<file path="src/rtl/flash_rd_pkg.sv">
// Shared command and state types for the serial flash read responder.
package flash_rd_pkg;
    typedef enum logic [2:0] {
        CMD_NONE,
        CMD_CONT,
        CMD_PAGE,
        CMD_BUF1,
        CMD_BUF2,
        CMD_STAT
    } cmd_e;

    typedef enum logic [2:0] {
        ST_OPC,
        ST_ADR,
        ST_DUM,
        ST_DAT,
        ST_IGN
    } st_e;
endpackage

</file>
<file path="src/rtl/spi_in_sync.sv">
// Multi-stage synchronizer for the serial input pins.
// Assumes the pins are asynchronous to clk. Each bit resets to RST_VAL.
module spi_in_sync #(
    parameter int         W       = 3,
    parameter int         STAGES  = 2,
    parameter logic [W-1:0] RST_VAL = '0
) (
    input  logic         clk,
    input  logic         rst_n,
    input  logic [W-1:0] d_i,
    output logic [W-1:0] q_o
);
    logic [W-1:0] stg [STAGES];

    // Shift the pin values through the stage chain.
    always_ff @(posedge clk) begin
        if (!rst_n) begin
            for (int i = 0; i < STAGES; i++) stg[i] <= RST_VAL;
        end else begin
            stg[0] <= d_i;
            for (int i = 1; i < STAGES; i++) stg[i] <= stg[i-1];
        end
    end

    assign q_o = stg[STAGES-1];
endmodule

</file>
<file path="src/rtl/rd_cmd_decode.sv">
// Maps an 8-bit opcode onto a read command kind. Unlisted codes yield CMD_NONE.
module rd_cmd_decode
    import flash_rd_pkg::*;
(
    input  logic [7:0] opcode_i,
    output cmd_e       cmd_o
);
    // Pure table lookup of the supported read opcodes.
    always_comb begin
        unique case (opcode_i)
            8'h68, 8'hE8: cmd_o = CMD_CONT;
            8'h52, 8'hD2: cmd_o = CMD_PAGE;
            8'h54, 8'hD4: cmd_o = CMD_BUF1;
            8'h56, 8'hD6: cmd_o = CMD_BUF2;
            8'h57, 8'hD7: cmd_o = CMD_STAT;
            default:      cmd_o = CMD_NONE;
        endcase
    end
endmodule

</file>
<file path="src/rtl/rd_addr_step.sv">
// Computes the byte pointer that follows the current one under the wrap rule
// of the active command. Assumes byte_i never exceeds PAGE_BYTES-1 by more
// than the host allows; any byte at or past the end wraps.
module rd_addr_step
    import flash_rd_pkg::*;
#(
    parameter int PAGES      = 8192,
    parameter int PAGE_BYTES = 528
) (
    input  cmd_e                          cmd_i,
    input  logic [$clog2(PAGES)-1:0]      page_i,
    input  logic [$clog2(PAGE_BYTES)-1:0] byte_i,
    output logic [$clog2(PAGES)-1:0]      page_o,
    output logic [$clog2(PAGE_BYTES)-1:0] byte_o
);
    localparam int PAGE_W = $clog2(PAGES);
    localparam int BYTE_W = $clog2(PAGE_BYTES);

    logic at_end;
    assign at_end = (byte_i >= BYTE_W'(PAGE_BYTES - 1));

    // Advance the byte; only a continuous read carries into the page number.
    always_comb begin
        page_o = page_i;
        byte_o = byte_i + 1'b1;
        if (cmd_i == CMD_STAT) begin
            byte_o = byte_i;
        end else if (at_end) begin
            byte_o = '0;
            if (cmd_i == CMD_CONT)
                page_o = (page_i == PAGE_W'(PAGES - 1)) ? '0 : page_i + 1'b1;
        end
    end
endmodule

</file>
<file path="src/rtl/flash_rd_responder.sv">
// Device-side responder for serial paged-flash read commands.
// Oversamples sck/cs_n/si on clk and decodes the opcode. Gathers address
// and dummy bits, prefetches bytes from external synchronous storage and
// shifts them out MSB first on falling sck.
// Assumes sck high and low phases each last at least 4 clk cycles.
module flash_rd_responder
    import flash_rd_pkg::*;
#(
    parameter int PAGES      = 8192,
    parameter int PAGE_BYTES = 528,
    parameter int ARR_DUMMY  = 32,
    parameter int BUF_DUMMY  = 8
) (
    input  logic                                       clk,
    input  logic                                       rst_n,
    input  logic                                       sck,
    input  logic                                       cs_n,
    input  logic                                       si,
    output logic                                       so,
    output logic                                       so_oe,
    output logic                                       arr_rd_en,
    output logic [$clog2(PAGES)+$clog2(PAGE_BYTES)-1:0] arr_addr,
    input  logic [7:0]                                 arr_rdata,
    output logic                                       buf_rd_en,
    output logic                                       buf_sel,
    output logic [$clog2(PAGE_BYTES)-1:0]              buf_addr,
    input  logic [7:0]                                 buf_rdata,
    input  logic [7:0]                                 status
);
    localparam int PAGE_W   = $clog2(PAGES);
    localparam int BYTE_W   = $clog2(PAGE_BYTES);
    localparam int ADR_BITS = 1 + PAGE_W + BYTE_W;
    localparam int CNT_W    = $clog2(ARR_DUMMY + ADR_BITS);

    logic [2:0] syn;
    logic       sck_s, cs_s, si_s, sck_q, rise, fall;

    spi_in_sync #(.W(3), .STAGES(2), .RST_VAL(3'b010)) u_sync (
        .clk   (clk),
        .rst_n (rst_n),
        .d_i   ({sck, cs_n, si}),
        .q_o   (syn)
    );
    assign sck_s = syn[2];
    assign cs_s  = syn[1];
    assign si_s  = syn[0];

    // Remember the previous synchronized sck to find its edges.
    always_ff @(posedge clk) begin
        if (!rst_n) sck_q <= 1'b0;
        else        sck_q <= sck_s;
    end
    assign rise = sck_s & ~sck_q;
    assign fall = ~sck_s & sck_q;

    st_e                   state;
    cmd_e                  cmd_q, dec_cmd, fetch_cmd;
    logic [CNT_W-1:0]      cnt, dum_last;
    logic [6:0]            op_sr;
    logic [ADR_BITS-3:0]   adr_sr;
    logic [ADR_BITS-2:0]   adr_word;
    logic [PAGE_W-1:0]     page_q, page_nx;
    logic [BYTE_W-1:0]     byte_q, byte_nx;
    logic [7:0]            sh, next_byte;
    logic [2:0]            bit_idx;
    logic                  stat_req, pend_a, pend_b, pend_s;
    logic                  op_done, adr_done, dum_done, byte_start, do_fetch;

    rd_cmd_decode u_dec (
        .opcode_i ({op_sr, si_s}),
        .cmd_o    (dec_cmd)
    );

    rd_addr_step #(.PAGES(PAGES), .PAGE_BYTES(PAGE_BYTES)) u_step (
        .cmd_i  (cmd_q),
        .page_i (page_q),
        .byte_i (byte_q),
        .page_o (page_nx),
        .byte_o (byte_nx)
    );

    assign adr_word   = {adr_sr, si_s};
    assign dum_last   = (cmd_q == CMD_BUF1 || cmd_q == CMD_BUF2) ? CNT_W'(BUF_DUMMY - 1)
                                                                 : CNT_W'(ARR_DUMMY - 1);
    assign op_done    = (state == ST_OPC) && rise && (cnt == CNT_W'(7));
    assign adr_done   = (state == ST_ADR) && rise && (cnt == CNT_W'(ADR_BITS - 1));
    assign dum_done   = (state == ST_DUM) && rise && (cnt == dum_last);
    assign byte_start = (state == ST_DAT) && fall && (bit_idx == 3'd0);
    assign do_fetch   = !cs_s && ((op_done && dec_cmd == CMD_STAT) || dum_done || byte_start);
    assign fetch_cmd  = op_done ? dec_cmd : cmd_q;

    // Command phase sequencing and byte pointer upkeep.
    always_ff @(posedge clk) begin
        if (!rst_n) begin
            state  <= ST_OPC;
            cmd_q  <= CMD_NONE;
            cnt    <= '0;
            op_sr  <= '0;
            adr_sr <= '0;
            page_q <= '0;
            byte_q <= '0;
        end else if (cs_s) begin
            state <= ST_OPC;
            cnt   <= '0;
        end else begin
            unique case (state)
                ST_OPC: if (rise) begin
                    op_sr <= {op_sr[5:0], si_s};
                    cnt   <= cnt + 1'b1;
                    if (op_done) begin
                        cnt   <= '0;
                        cmd_q <= dec_cmd;
                        if (dec_cmd == CMD_NONE)      state <= ST_IGN;
                        else if (dec_cmd == CMD_STAT) state <= ST_DAT;
                        else                          state <= ST_ADR;
                    end
                end
                ST_ADR: if (rise) begin
                    adr_sr <= adr_word[ADR_BITS-3:0];
                    cnt    <= cnt + 1'b1;
                    if (adr_done) begin
                        cnt    <= '0;
                        state  <= ST_DUM;
                        page_q <= adr_word[PAGE_W+BYTE_W-1:BYTE_W];
                        byte_q <= adr_word[BYTE_W-1:0];
                    end
                end
                ST_DUM: if (rise) begin
                    cnt <= cnt + 1'b1;
                    if (dum_done) begin
                        cnt   <= '0;
                        state <= ST_DAT;
                    end
                end
                default: ;
            endcase
            if (do_fetch) begin
                page_q <= page_nx;
                byte_q <= byte_nx;
            end
        end
    end

    // Issue one storage read per byte on the port the command selects.
    always_ff @(posedge clk) begin
        if (!rst_n) begin
            arr_rd_en <= 1'b0;
            buf_rd_en <= 1'b0;
            stat_req  <= 1'b0;
            arr_addr  <= '0;
            buf_addr  <= '0;
            buf_sel   <= 1'b0;
        end else begin
            arr_rd_en <= do_fetch && (fetch_cmd == CMD_CONT || fetch_cmd == CMD_PAGE);
            buf_rd_en <= do_fetch && (fetch_cmd == CMD_BUF1 || fetch_cmd == CMD_BUF2);
            stat_req  <= do_fetch && (fetch_cmd == CMD_STAT);
            if (do_fetch) begin
                arr_addr <= {page_q, byte_q};
                buf_addr <= byte_q;
                buf_sel  <= (fetch_cmd == CMD_BUF2);
            end
        end
    end

    // Capture the returned byte one cycle after its request.
    always_ff @(posedge clk) begin
        if (!rst_n) begin
            pend_a    <= 1'b0;
            pend_b    <= 1'b0;
            pend_s    <= 1'b0;
            next_byte <= '0;
        end else begin
            pend_a <= arr_rd_en;
            pend_b <= buf_rd_en;
            pend_s <= stat_req;
            if (pend_a)      next_byte <= arr_rdata;
            else if (pend_b) next_byte <= buf_rdata;
            else if (pend_s) next_byte <= status;
        end
    end

    // Shift data out on falling sck; drop the enable when select goes high.
    always_ff @(posedge clk) begin
        if (!rst_n) begin
            sh      <= '0;
            bit_idx <= '0;
            so_oe   <= 1'b0;
        end else if (cs_s) begin
            bit_idx <= '0;
            so_oe   <= 1'b0;
        end else if (state == ST_DAT && fall) begin
            if (bit_idx == 3'd0) begin
                sh      <= next_byte;
                bit_idx <= 3'd7;
                so_oe   <= 1'b1;
            end else begin
                sh      <= {sh[6:0], 1'b0};
                bit_idx <= bit_idx - 1'b1;
            end
        end
    end

    assign so = sh[7];
endmodule

</file>
<file path="config.mk">
export PLATFORM = sky130hd
export DESIGN_NAME = flash_rd_responder
export DESIGN_NICKNAME = d
export VERILOG_FILES = /design/src/rtl/flash_rd_pkg.sv /design/src/rtl/spi_in_sync.sv /design/src/rtl/rd_cmd_decode.sv /design/src/rtl/rd_addr_step.sv /design/src/rtl/flash_rd_responder.sv
export SDC_FILE = /design/constraint.sdc
export NUM_CORES = 1
export LEC_CHECK = 0
export CORE_ASPECT_RATIO = 0.5
export CORE_MARGIN = 2
export CORE_UTILIZATION = 60
export CTS_BUF_LIST = sky130_fd_sc_hd__clkbuf_4 sky130_fd_sc_hd__clkbuf_8 sky130_fd_sc_hd__clkbuf_16
export DETAILED_ROUTE_END_ITERATION = 12
export GPL_TIMING_DRIVEN = 0
export HOLD_SLACK_MARGIN = 0.03
export PLACE_DENSITY = 0.89
export SLEW_MARGIN = 20
export SYNTH_ARGS = -nofsm -noshare
export SYNTH_HDL_FRONTEND = slang
export SYNTH_HIERARCHICAL = 1
export SYNTH_SLANG_ARGS = --single-unit
</file>
<file path="constraint.sdc">
create_clock -name clk -period 4.8 [get_ports clk]
set_input_delay 0.96 -clock clk [delete_from_list [all_inputs] [get_ports clk]]
set_output_delay 0.96 -clock clk [all_outputs]
set_load 0.1 [all_outputs]
</file>
==> results.md, run 1 <==
- The flow ran to the end, and the final reports show no timing, DRC or antenna violations.
- Before antenna repair, the detailed router went through 5 iterations.
- The floorplan step defined a core boundary enclosing between 0.01 and 0.015 mm2.
- Summed over all cells, the static leakage comes to about 2.8 nW.
- The critical path arrival is between 2 and 2.5 ns.
- The first global-routing pass estimated 25.7 mm of wire.
- The largest single stage delay on the critical path is between 1 and 1.5 ns.
- Of all nets on the critical path, the largest fanout is 3.
- The share of total power in the clock network is between 50% and 60%.
- The total net switching power is around 0.5 mW.
- Detailed routing placed a total of between 1 and 1.5 mm of wire on met3.
- The initial utilization of the core area, before any placement, comes to between 60% and 70%.
- The count of pins over their slew limit came to 0.
- In this run the number of H-tree levels came out at 4.
- The clock reaches the later pin of the worst-skew pair after between 0.4 and 0.5 ns.
- The number of setup violations in the final report is 0.
- In this run the cell area of the synthesized design comes to 0.00627 mm2.
- Walking the worst path, the cells encountered are buf_4 > clkdlybuf4s50_1.
- The die is about 76 um tall.
- The final cell utilization of the core is ~75%.
- The slowest stage of the critical path belongs to the cell clkdlybuf4s50_1.
- The clock tree from TritonCTS is yes.
- The number of placed instances, taps included, is ~940.
- The number of antenna violations at the first check in global routing came to 0.
- The routability congestion estimate from global placement is about 0.9.
- The floorplan step defined a die boundary enclosing ~0.011 mm2.
- The routed layout has approximately 5600 vias.
- The post-synthesis instance total is about 730.
- The synthesis-to-layout area growth is 21.8%.
- The highest metal layer carrying signal wires in the routed design is met4.
- The fraction of final layout cells sized beyond drive strength 1 is 11.3%.
- The shortest period the worst path allows is about 3 ns.
- The mean number of vias per cell is slightly below 6.
- The number of hold buffers added after cts is 0.
- Clock-pin slew was measured on the worst setup and hold paths at 0.06 ns.
- The floorplan step set the die width to around 150 um.
- The count of maximum capacitance violations is 0.
- After the last flow step, the layout net total stands at between 800 and 900.
- Counting every sink on the clock net gives 120.
- Across every metal layer, demand over resource in global routing totals between 20% and 30%.
- The worst hold-check path type is flip-flop to flip-flop.
- When the netlist entered floorplanning its net count stood at ~770.
- After global routing the overflow that remains totals 0.
- Buffers added to address setup during post-CTS repair amount to 0.
- In the routed design, unresolved DRC markers number 0.
- For this run, the top clock speed supported by timing is 336 MHz.
- The remaining max-slew budget at the tightest pin is 33.9%.
- The post-synthesis average cell area is between 8 and 9 um2.
- The HPWL reported at the end of detailed placement is 10.3 mm.
- The endpoint required time on the critical path is 3.84 ns.
- In this run the power density over the cells is between 200 and 300 mW/mm2.
- Setup repair after global routing left no endpoint under its margin.
- The maximum buffer depth of the clock tree is 2.
- The final clock period utilization by the worst path is 62.1%.
- The count of final hold-check violations came to 0.
- Combinational logic burns approximately 3.1% of the power.
- The routed length on met1 is ~6.6 mm.
- The switching portion of total power is between 20% and 30%.
- The part of the power in registers is approximately 45%.
- The maximum number of pins on one net before global-route repair is 17.
- The placement row count is 26.
- The number of cells traversed by the worst register-to-register path is 8.
- The I/O pin count is 67.
- The number of gates resized after cts is 0.
- The met2 routed wirelength is between 7 and 8 mm.
- The detail-routed net length per standard cell is 15.9 um.
- Once detail routing completed, the nets flagged for antenna violations numbered 0.
- After the flow finishes, the layout carries non-filler instances totaling roughly 970.
- The via count of the first global-routing pass came to approximately 5300.
- The worst-case IR drop observed on VDD is ~0.24 mV.
- Yosys printed 6 warnings.
- The critical path is of the flip-flop to output port type.
- The post-route setup TNS is 0 ns.
- The cell-internal power is roughly 1.7 mW.
- The buffer cell driving the clock tree root is clkbuf_16.
- The instance count along the most critical hold path is 1.
- The routed design has around 15 mm of wire.
- In this run, CTS created clock tree buffers numbering 17.
- In this run, the number of DRC markers left after iteration 0 of detailed routing was about 460.
- The count of buffers inserted at the top-level ports is between 60 and 70.
- STA classifies the critical path startpoint as a flip-flop.
- The antenna diode instance count is 0.
- The endpoint class of the critical path is an output port.
- The actual transition at the worst max-transition pin is just under 1 ns.
- Across the routed clock network, the largest skew measured is 0.0102 ns.
## stage by stage
step	hold slack [ns]	power [mW]	setup slack (ns)	area (um2)
floorplan	0.386	1.05	2.47	6270
global placement	0.394	1.09	1.94	7110
detailed placement	0.396	1.09	1.84	7110
CTS	0.410	2.21	1.81	7640
global route	0.448	2.26	1.78	7640
finish	0.406	2.21	1.82	7640
## worst max-delay path, delay by kind of cell (launching register included)
kind     cells  cell delay [ns]
buf+inv      2             1.23
flops        1             0.37
## metal layers
layer / vias to the layer above / GRT usage [%]
met5: - / 0
met4: 0 / 10.5
li1: 2688 / -
met2: 218 / 47.2
met3: 46 / 6.89
met1: 2684 / 35.2
## power by group through the flow
stage,logic [mW],registers [mW],clock network (mW)
after floorplan,0.0315,1.02,0
after global placement,0.0661,1.02,0
after detailed placement,0.0679,1.02,0
after CTS,0.0686,1.00,1.14
after global routing,0.0748,1.00,1.19
final,0.0692,1.00,1.14
## final timing paths
path	to	slack [ns]	start
worst max-delay path	buf_addr[1]	1.82	arr_addr[1]
worst min-delay path	u_sync/stg[0][4]	0.41	u_sync/stg[0][1]
worst max register to register	byte_q[1]	1.99	op_sr[1]
worst min register to register	u_sync/stg[0][4]	0.41	u_sync/stg[0][1]
## final cells by class
cell class | instances | area [um2]
Multi-Input combinational cell | 546 | 3520
Fill cell | 689 | 2540
Sequential cell | 120 | 2400
Timing Repair Buffer | 66 | 661
Clock buffer | 19 | 453
Buffer | 55 | 313
Tap cell | 140 | 175
Clock inverter | 13 | 81.3
Inverter | 10 | 37.5
## placed cells by master, fill, tap and decap left out, types with 13 or more instances in the layout
cell type        count
dfxtp_1            120
and2_1              19
nor3_1              15
o21ai_0             15
nand2_1            174
mux2i_1             74
buf_4               18
nor2_1              36
nor2b_1             14
clkbuf_1            31
mux2_2              24
nand3_1             13
a21boi_0            23
clkdlybuf4s50_1     66
a21oi_1             22
clkbuf_16           17
## flip-flops by register name, indices dropped and copies added, names as in the netlist, 6 cells and up
| signal | flops |
|---|---|
| byte_q | 10 |
| cnt | 6 |
| arr_addr | 23 |
| op_sr | 6 |
| adr_sr | 22 |
| page_q | 13 |
| u_sync/stg | 6 |
| next_byte | 8 |
| sh | 8 |
Power figures use the tool's default switching activity.
==> inputs of run 2 (changes only) <==
- CORE_UTILIZATION: 60 -> 51
- PLACE_DENSITY: 0.89 -> 0.81
- clock period: 4.8 -> 2.4 ns (I/O delays scaled with it)
==> run 2 against run 1 <==
  * Via count shrank 1.4%
  * Final cell count grew 3.1%
  * Critical path depth shrank 1
  * Sequential power grew 100%
  * Critical endpoint is now arr_rd_en
  * Largest power group unchanged
==> results.md, run 2 (synthesis results as in run 1) <==
- The number of cells traversed by the worst register-to-register path came to 9 (was 8).
- The flip-flop count of the largest register, all copies and words added is 23 (unchanged).
- The family of cells with the greatest summed delay on the critical path is buffers and inverters (unchanged).
- The number of setup violations in the final report is 0 (unchanged).
- The met3 layer wire length in the routed design is 885 um (was 1.02 mm).
- Registers with the highest flip-flop counts: arr_addr: 23 flops, adr_sr: 22 flops, page_q: 13 flops (unchanged).
- The worst hold-check path type is flip-flop to flip-flop (unchanged).
- The startpoint of the worst register-to-register path is op_sr[3] (was op_sr[1]).
- Outcome: finished clean (unchanged).
- The buffer cell driving the clock tree root is clkbuf_16 (unchanged).
- Cell Chain, Critical Path: clkdlybuf4s50_1 (was buf_4 > clkdlybuf4s50_1).
- The critical path arrival is 1.91 ns (was 2.02 ns).
- The synthesis-to-layout area growth came to 25.2% (was 21.8%).
- The path type of the worst setup path is flip-flop to output port (unchanged).
- The total routing resource utilization after global routing is 23.5% (was 28.1%).
- The DRC violations left was 0 (unchanged).
- The final-layout worst hold slack came to 0.403 ns (was 0.406 ns).
- The leakage dissipation is 3.18 nW (was 2.78 nW).
- The I/O pin count is 67 (unchanged).
- The deepest level of the CTS H-tree is 4 (unchanged).
- The count of final hold-check violations came to 0 (unchanged).
- The shortest period the worst path allows is ~2.4 ns.
- The count of vias placed by the detailed router is 5557 (was 5636).
- The routability congestion estimate from global placement is 0.866 (was 0.876).
- The count of pins over their slew limit is 0 (unchanged).
- The detail-routed net length per standard cell is 15.4 um (was 15.9 um).
- The critical path buffer and inverter count came to 1 (was 2).
- The antenna diode instance count is 0 (unchanged).
- The height of the die was 82.4 um (was 76.3 um).
- The slack of the worst reg-to-reg path is 0.14 ns (was 1.99 ns).
- The number of antenna violations at the first check in global routing came to 0 (unchanged).
- The die outline area is 0.0133 mm2 (was 0.0113 mm2).
- Commonest cells after routing, fill and taps aside: nand2_1, dfxtp_1, mux2i_1 (unchanged).
- Derived from the worst setup path, the maximum achievable clock frequency is 418 MHz.
- The detailed-router iteration count before antenna repair is 5 (unchanged).
- The startpoint type of the worst setup path is a flip-flop (unchanged).
- The fraction of final layout cells sized beyond drive strength 1 is 12.9% (was 11.3%).
- The placement row count is 28 (was 26).
- The terminus of the critical flop-to-flop path is page_q[0] (was byte_q[1]).
- The top routing layer in use is met4 (unchanged).
- The actual transition at the worst max-transition pin came to 0.993 ns (was 0.989 ns).
- The number of nets in the layout is 855 (was 850).
- The die width is 161 um (was 149 um).
- The met2 routed wirelength is 7.39 mm (was 7.45 mm).
- The overall power is 4.84 mW (was 2.21 mW).
- The HPWL reported at the end of detailed placement was 10.4 mm (was 10.3 mm).
- The total power density per cell area came to 617 mW/mm2 (was 289 mW/mm2).
- The cell with the biggest individual delay on the critical path was clkdlybuf4s50_1 (unchanged).
- The instance count along the most critical hold path is 1 (unchanged).
- The TritonCTS buffer count is 17 (unchanged).
- The remaining max-slew budget at the tightest pin was 33.7% (was 33.9%).
- The via count of the first global-routing pass is 5103 (was 5274).
- The stage delay of the slowest cell on the critical path came to 1.15 ns (was 1.11 ns).
- The detailed-route wire length is 15.4 mm (about the same).
- The most flop-heavy register is arr_addr (unchanged).
- The number of routed nets with antenna violations is 0 (unchanged).
- The count of buffers inserted at the top-level ports is 66 (unchanged).
- The mean number of vias per cell came to 5.56 (was 5.82).
- The endpoint class of the critical path is an output port (unchanged).
- The total clock sinks was 120 (unchanged).
- The first-iteration detailed-routing DRC count is 418 (was 458).
- The sink of the worst hold path is u_sync/stg[0][4] (unchanged).
- The global-route congestion overflow total came to 0 (unchanged).
- The endpoint required time on the critical path is 1.92 ns (was 3.84 ns).
- The clock transition at the registers of the reported paths is 0.06 ns (about the same).
- The count of maximum capacitance violations is 0 (unchanged).
- The initial cell density of the core is 52.6% (was 61.6%).
- The post-route setup TNS is 0 ns (unchanged).
- The total core area came to 0.0119 mm2 (was 0.0102 mm2).
- After layout, the worst path uses between 90% and 100% of the clock period.
- Setup repair after global routing missed its margin: true (was false).
- The maximum fanout along the worst path was 2 (was 3).
- The final worst clock skew is 0.0102 ns (about the same).
- The commonest non-fill, non-tap cell in the layout was nand2_1 (unchanged).
- The start point of the worst min-delay path is u_sync/stg[0][1] (unchanged).
- The global-route wire length before repair is 24.7 mm (was 25.7 mm).
- The clock insertion delay at the later pin of the skew report came to 0.42 ns (about the same).
- The worst ir drop on vdd is 0.371 mV (was 0.241 mV).
- The maximum number of pins on one net before global-route repair is 17 (unchanged).
- The clock tree from TritonCTS is yes (unchanged).
- The maximum buffer depth of the clock tree is 2 (unchanged).
- The routed length on met1 is 6.82 mm (was 6.55 mm).
## run 2: power breakdown
part           leakage (nW)  internal [mW]  switching [mW]
sequential            0.968           2.00         0.00178
combinational          1.90         0.0676          0.0702
clock                 0.311           1.74           0.966
total                  3.18           3.80            1.04
## run 2: how the worst max path moves through the flow
stage	start	endpoint	slack (ns)	depth (start not counted)
detailed placement	op_sr[1]	arr_addr[20]	-0.1	8
global placement	op_sr[1]	page_q[7]	-0.05	8
CTS	arr_addr[9]	arr_addr[9]	0.004	1
finish	arr_rd_en	arr_rd_en	0.006	1
floorplan	op_sr[2]	arr_addr[7]	0.37	8
global route	op_sr[3]	page_q[0]	-0.03	9
## run 2: area by class of cell
cell class              count  area [um2]
plain buffers              55         315
clock buffers              17         425
clock inverters            15         201
fillers                   932        4060
inverters                  10        37.5
multi-input cells         546        3560
flip-flops and latches    120        2400
well taps                 165         206
repair buffers             71         707
## run 2: through the flow
stage	util [%]	std cells	setup slack [ns]	instance area, um2
floorplan	-	731	0.367	6270
global placement	59.9	962	-0.0478	7140
detailed placement	59.9	962	-0.0992	7140
CTS	65.1	995	0.00410	7760
global route	65.9	999	-0.0253	7850
finish	65.9	999	0.00558	7850
## run 2: timing repair
item | 4_1_cts | 5_1_grt
setup endpoints to repair | 67 | 70
cloned | 0 | 0
buffers inserted | 1 | 4
hold endpoints to repair | 0 | 0
pin swaps | 1 | 2
resized for setup | 19 | 23
hold buffers | 0 | 0
## run 2: layer usage
layer | track usage [%] | up-vias
met2 | 40.7 | 179
met5 | 0 | -
met3 | 5.19 | 32
li1 | - | 2706
met4 | 9.29 | 0
met1 | 29.2 | 2640
==> inputs of run 3 (changes only) <==
==> constraint.sdc (replaced) <==
create_clock -name clk -period 2.15 [get_ports clk]
set_input_delay 0.645 -clock clk [delete_from_list [all_inputs] [get_ports clk]]
set_output_delay 0.645 -clock clk [all_outputs]
set_load 0.1 [all_outputs]
==> run 3 against run 2 <==
  * The run now ends with negative setup slack left
  * Largest cell class unchanged
  * Clock skew is essentially flat
  * Die area unchanged
  * First-iteration DRC count shrank 4.8%
  * Clock power grew 12%
  * Global-route usage grew 0.46 points
==> results.md, run 3 (synthesis results as in run 1) <==
- The detail-routed net length per standard cell is 16.7 um (was 15.4 um).
- The path type of the worst setup path is flip-flop to flip-flop (was flip-flop to output port).
- The final worst clock skew came to 0.00968 ns (was 0.0102 ns).
- The number of setup violations in the final report was 1 (was 0).
- The routability congestion estimate from global placement came to 0.866 (unchanged).
- The synthesis-to-layout area growth was 31.1% (was 25.2%).
- The clock tree from TritonCTS is yes (unchanged).
- The number of filler cells placed in the layout came to 846 (was 932).
- The antenna diode instance count was 0 (unchanged).
- The HPWL reported at the end of detailed placement is 10.4 mm (unchanged).
- Cell Chain, Critical Path: and4bb_1 > nand3_2 > a21boi_4 > nand3b_1 > o22a_1 > a21oi_2 > buf_12 > clkbuf_16 > mux2i_1 (was clkdlybuf4s50_1).
- The post-place setup slack is -0.504 ns (was -0.0992 ns).
- The commonest non-fill, non-tap cell in the layout is nand2_1 (unchanged).
- The DRC violations left came to 0 (unchanged).
- The number of nets in the layout is 865 (was 855).
- The area of placed instances is 0.00714 mm2 (unchanged).
- The TritonCTS buffer count was 17 (unchanged).
- The placement row count is 28 (unchanged).
- The stage delay of the slowest cell on the critical path is 0.34 ns (was 1.15 ns).
- The family of cells with the greatest summed delay on the critical path was simple AND/OR/NAND/NOR gates (was buffers and inverters).
- The die width is 161 um (unchanged).
- The most flop-heavy register is arr_addr (unchanged).
- The global-route wire length before repair was 25.2 mm (was 24.7 mm).
- The placed instance count is 962 (unchanged).
- The endpoint class of the critical path is a flip-flop (was output port).
- The count of final hold-check violations was 0 (unchanged).
- For the finished layout, the period the worst path requires is 2.22 ns.
- Registers with the highest flip-flop counts: arr_addr: 23 flops, adr_sr: 22 flops, page_q: 13 flops (unchanged).
- The fraction of final layout cells sized beyond drive strength 1 is 22.5% (was 12.9%).
- The final design area excluding fillers is 0.00822 mm2 (was 0.00785 mm2).
- The deepest level of the CTS H-tree is 4 (unchanged).
- The worst ir drop on vdd is 0.419 mV (was 0.371 mV).
- The actual transition at the worst max-transition pin is 0.654 ns (was 0.993 ns).
- The startpoint type of the worst setup path is a flip-flop (unchanged).
- The height of the die is 82.4 um (unchanged).
- The I/O pin count came to 67 (unchanged).
- The flip-flop count of the largest register, all copies and words added is 23 (unchanged).
- The mean number of vias per cell is 5.68 (was 5.56).
- The number of routed nets with antenna violations is 0 (unchanged).
- The total routing resource utilization after global routing is 23.9% (was 23.5%).
- The buffer cell driving the clock tree root is clkbuf_16 (unchanged).
- The count of pins over their slew limit came to 0 (unchanged).
- The global-route congestion overflow total came to 0 (unchanged).
- The count of vias placed by the detailed router is 5730 (was 5557).
- The count of buffers inserted at the top-level ports is 66 (unchanged).
- The minimum setup slack in the final design was -0.0650 ns (was 0.00558 ns).
- The maximum fanout along the worst path is 8 (was 2).
- The via count of the first global-routing pass was 5160 (was 5103).
- The worst hold-check path type is flip-flop to flip-flop (unchanged).
- The checks that failed: negative setup slack.
- The first-iteration detailed-routing DRC count is 398 (was 418).
- The maximum number of pins on one net before global-route repair came to 17 (unchanged).
- The number of antenna violations at the first check in global routing is 0 (unchanged).
- The detailed-router iteration count before antenna repair is 5 (unchanged).
- The critical path buffer and inverter count is 2 (was 1).
- Outcome: finished, violations left (was finished clean).
- The total core area is 0.0119 mm2 (unchanged).
- The area occupied by multi-input gates was 0.00367 mm2 (was 0.00356 mm2).
- Commonest cells after routing, fill and taps aside: nand2_1, dfxtp_1, mux2i_1 (unchanged).
- The cell with the biggest individual delay on the critical path was dfxtp_2 (was clkdlybuf4s50_1).
- The endpoint required time on the critical path is 2.47 ns (was 1.92 ns).
- The clock transition at the registers of the reported paths was 0.06 ns (about the same).
- The register cell area after layout is 0.00242 mm2 (was 0.00240 mm2).
- The initial cell density of the core is 52.6% (unchanged).
- For this run, the top clock speed supported by timing is ~450 MHz.
- The clock insertion delay at the later pin of the skew report is 0.42 ns (about the same).
- The post-layout instance count excluding filler cells is 1009 (was 999).
- The total power density per cell area is 660 mW/mm2 (was 617 mW/mm2).
- The leakage dissipation came to 2.98 nW (was 3.18 nW).
- Setup repair after global routing missed its margin: true (unchanged).
- The detailed-route wire length came to 16.8 mm (was 15.4 mm).
- The count of maximum capacitance violations is 0 (unchanged).
- The total clock sinks is 120 (unchanged).
- The remaining max-slew budget at the tightest pin is 56.4% (was 33.7%).
- Dividing the final minimum period by the clock period gives 103%.
- The die outline area came to 0.0133 mm2 (unchanged).
- The maximum buffer depth of the clock tree was 2 (unchanged).
- The critical path arrival is 2.54 ns (was 1.91 ns).
## run 3: cell types whose count changed in the layout (fill, tap and decap cells not counted), sizes merged
cell,before,now
clkdlybuf4s15,0,37
dlygate4sd2,17,1
dlymetal6s2s,12,0
clkdlybuf4s50,37,27
buf,29,36
clkbuf,48,51
o31ai,4,5
## run 3: metal layers
layer / GRT usage (%) / routed length, um / share of wire (%)
met2: 41.8 / 8220 / 49
met5: 0 / 0 / 0
met1: 29.7 / 7230 / 43
met3: 5.04 / 981 / 5.8
met4: 9.46 / 394 / 2.3
## run 3: final cells by class
cell class	instances	share of cell area (%)
Clock buffer	17	5.17
Buffer	54	4.64
Inverter	10	0.456
Timing Repair Buffer	81	10.7
Sequential cell	120	29.4
Multi-Input combinational cell	547	44.7
Tap cell	165	2.51
Clock inverter	15	2.45
## run 3: path summary, 6_finish.rpt
kind,startpoint,endpoint,slack (ns),cells after the start
min,u_sync/stg[0][1],u_sync/stg[0][4],0.41,1
max,op_sr[4],byte_q[0],-0.07,9
min reg2reg,u_sync/stg[0][1],u_sync/stg[0][4],0.41,1
max reg2reg,op_sr[4],byte_q[0],-0.07,9
## run 3: metrics by stage
step	TNS (ns)	hold WS, ns	total power, mW	util (%)
after floorplan	0	0.386	2.35	-
after global placement	-28.77	0.392	2.43	59.9
after detailed placement	-32.48	0.400	2.43	59.9
after CTS	-0.00249	0.411	5.44	66.6
after global routing	-1.72	0.442	5.55	69.0
final	-0.0650	0.405	5.43	69.0
## run 3: timing repair
| action | in CTS | in global routing |
|---|---|---|
| endpoints found under the setup margin | 118 | 82 |
| cloned | 0 | 4 |
| hold buffers | 0 | 0 |
| setup buffers | 5 | 7 |
| gates resized for setup | 140 | 48 |
| pin swaps | 5 | 4 |
## run 3: power breakdown
group / internal (mW) / total [mW] / switching, mW
Combinational: 0.0771 / 0.159 / 0.0818
Sequential: 2.23 / 2.23 / 0.00226
Clock: 1.94 / 3.04 / 1.09
Total: 4.25 / 5.43 / 1.18
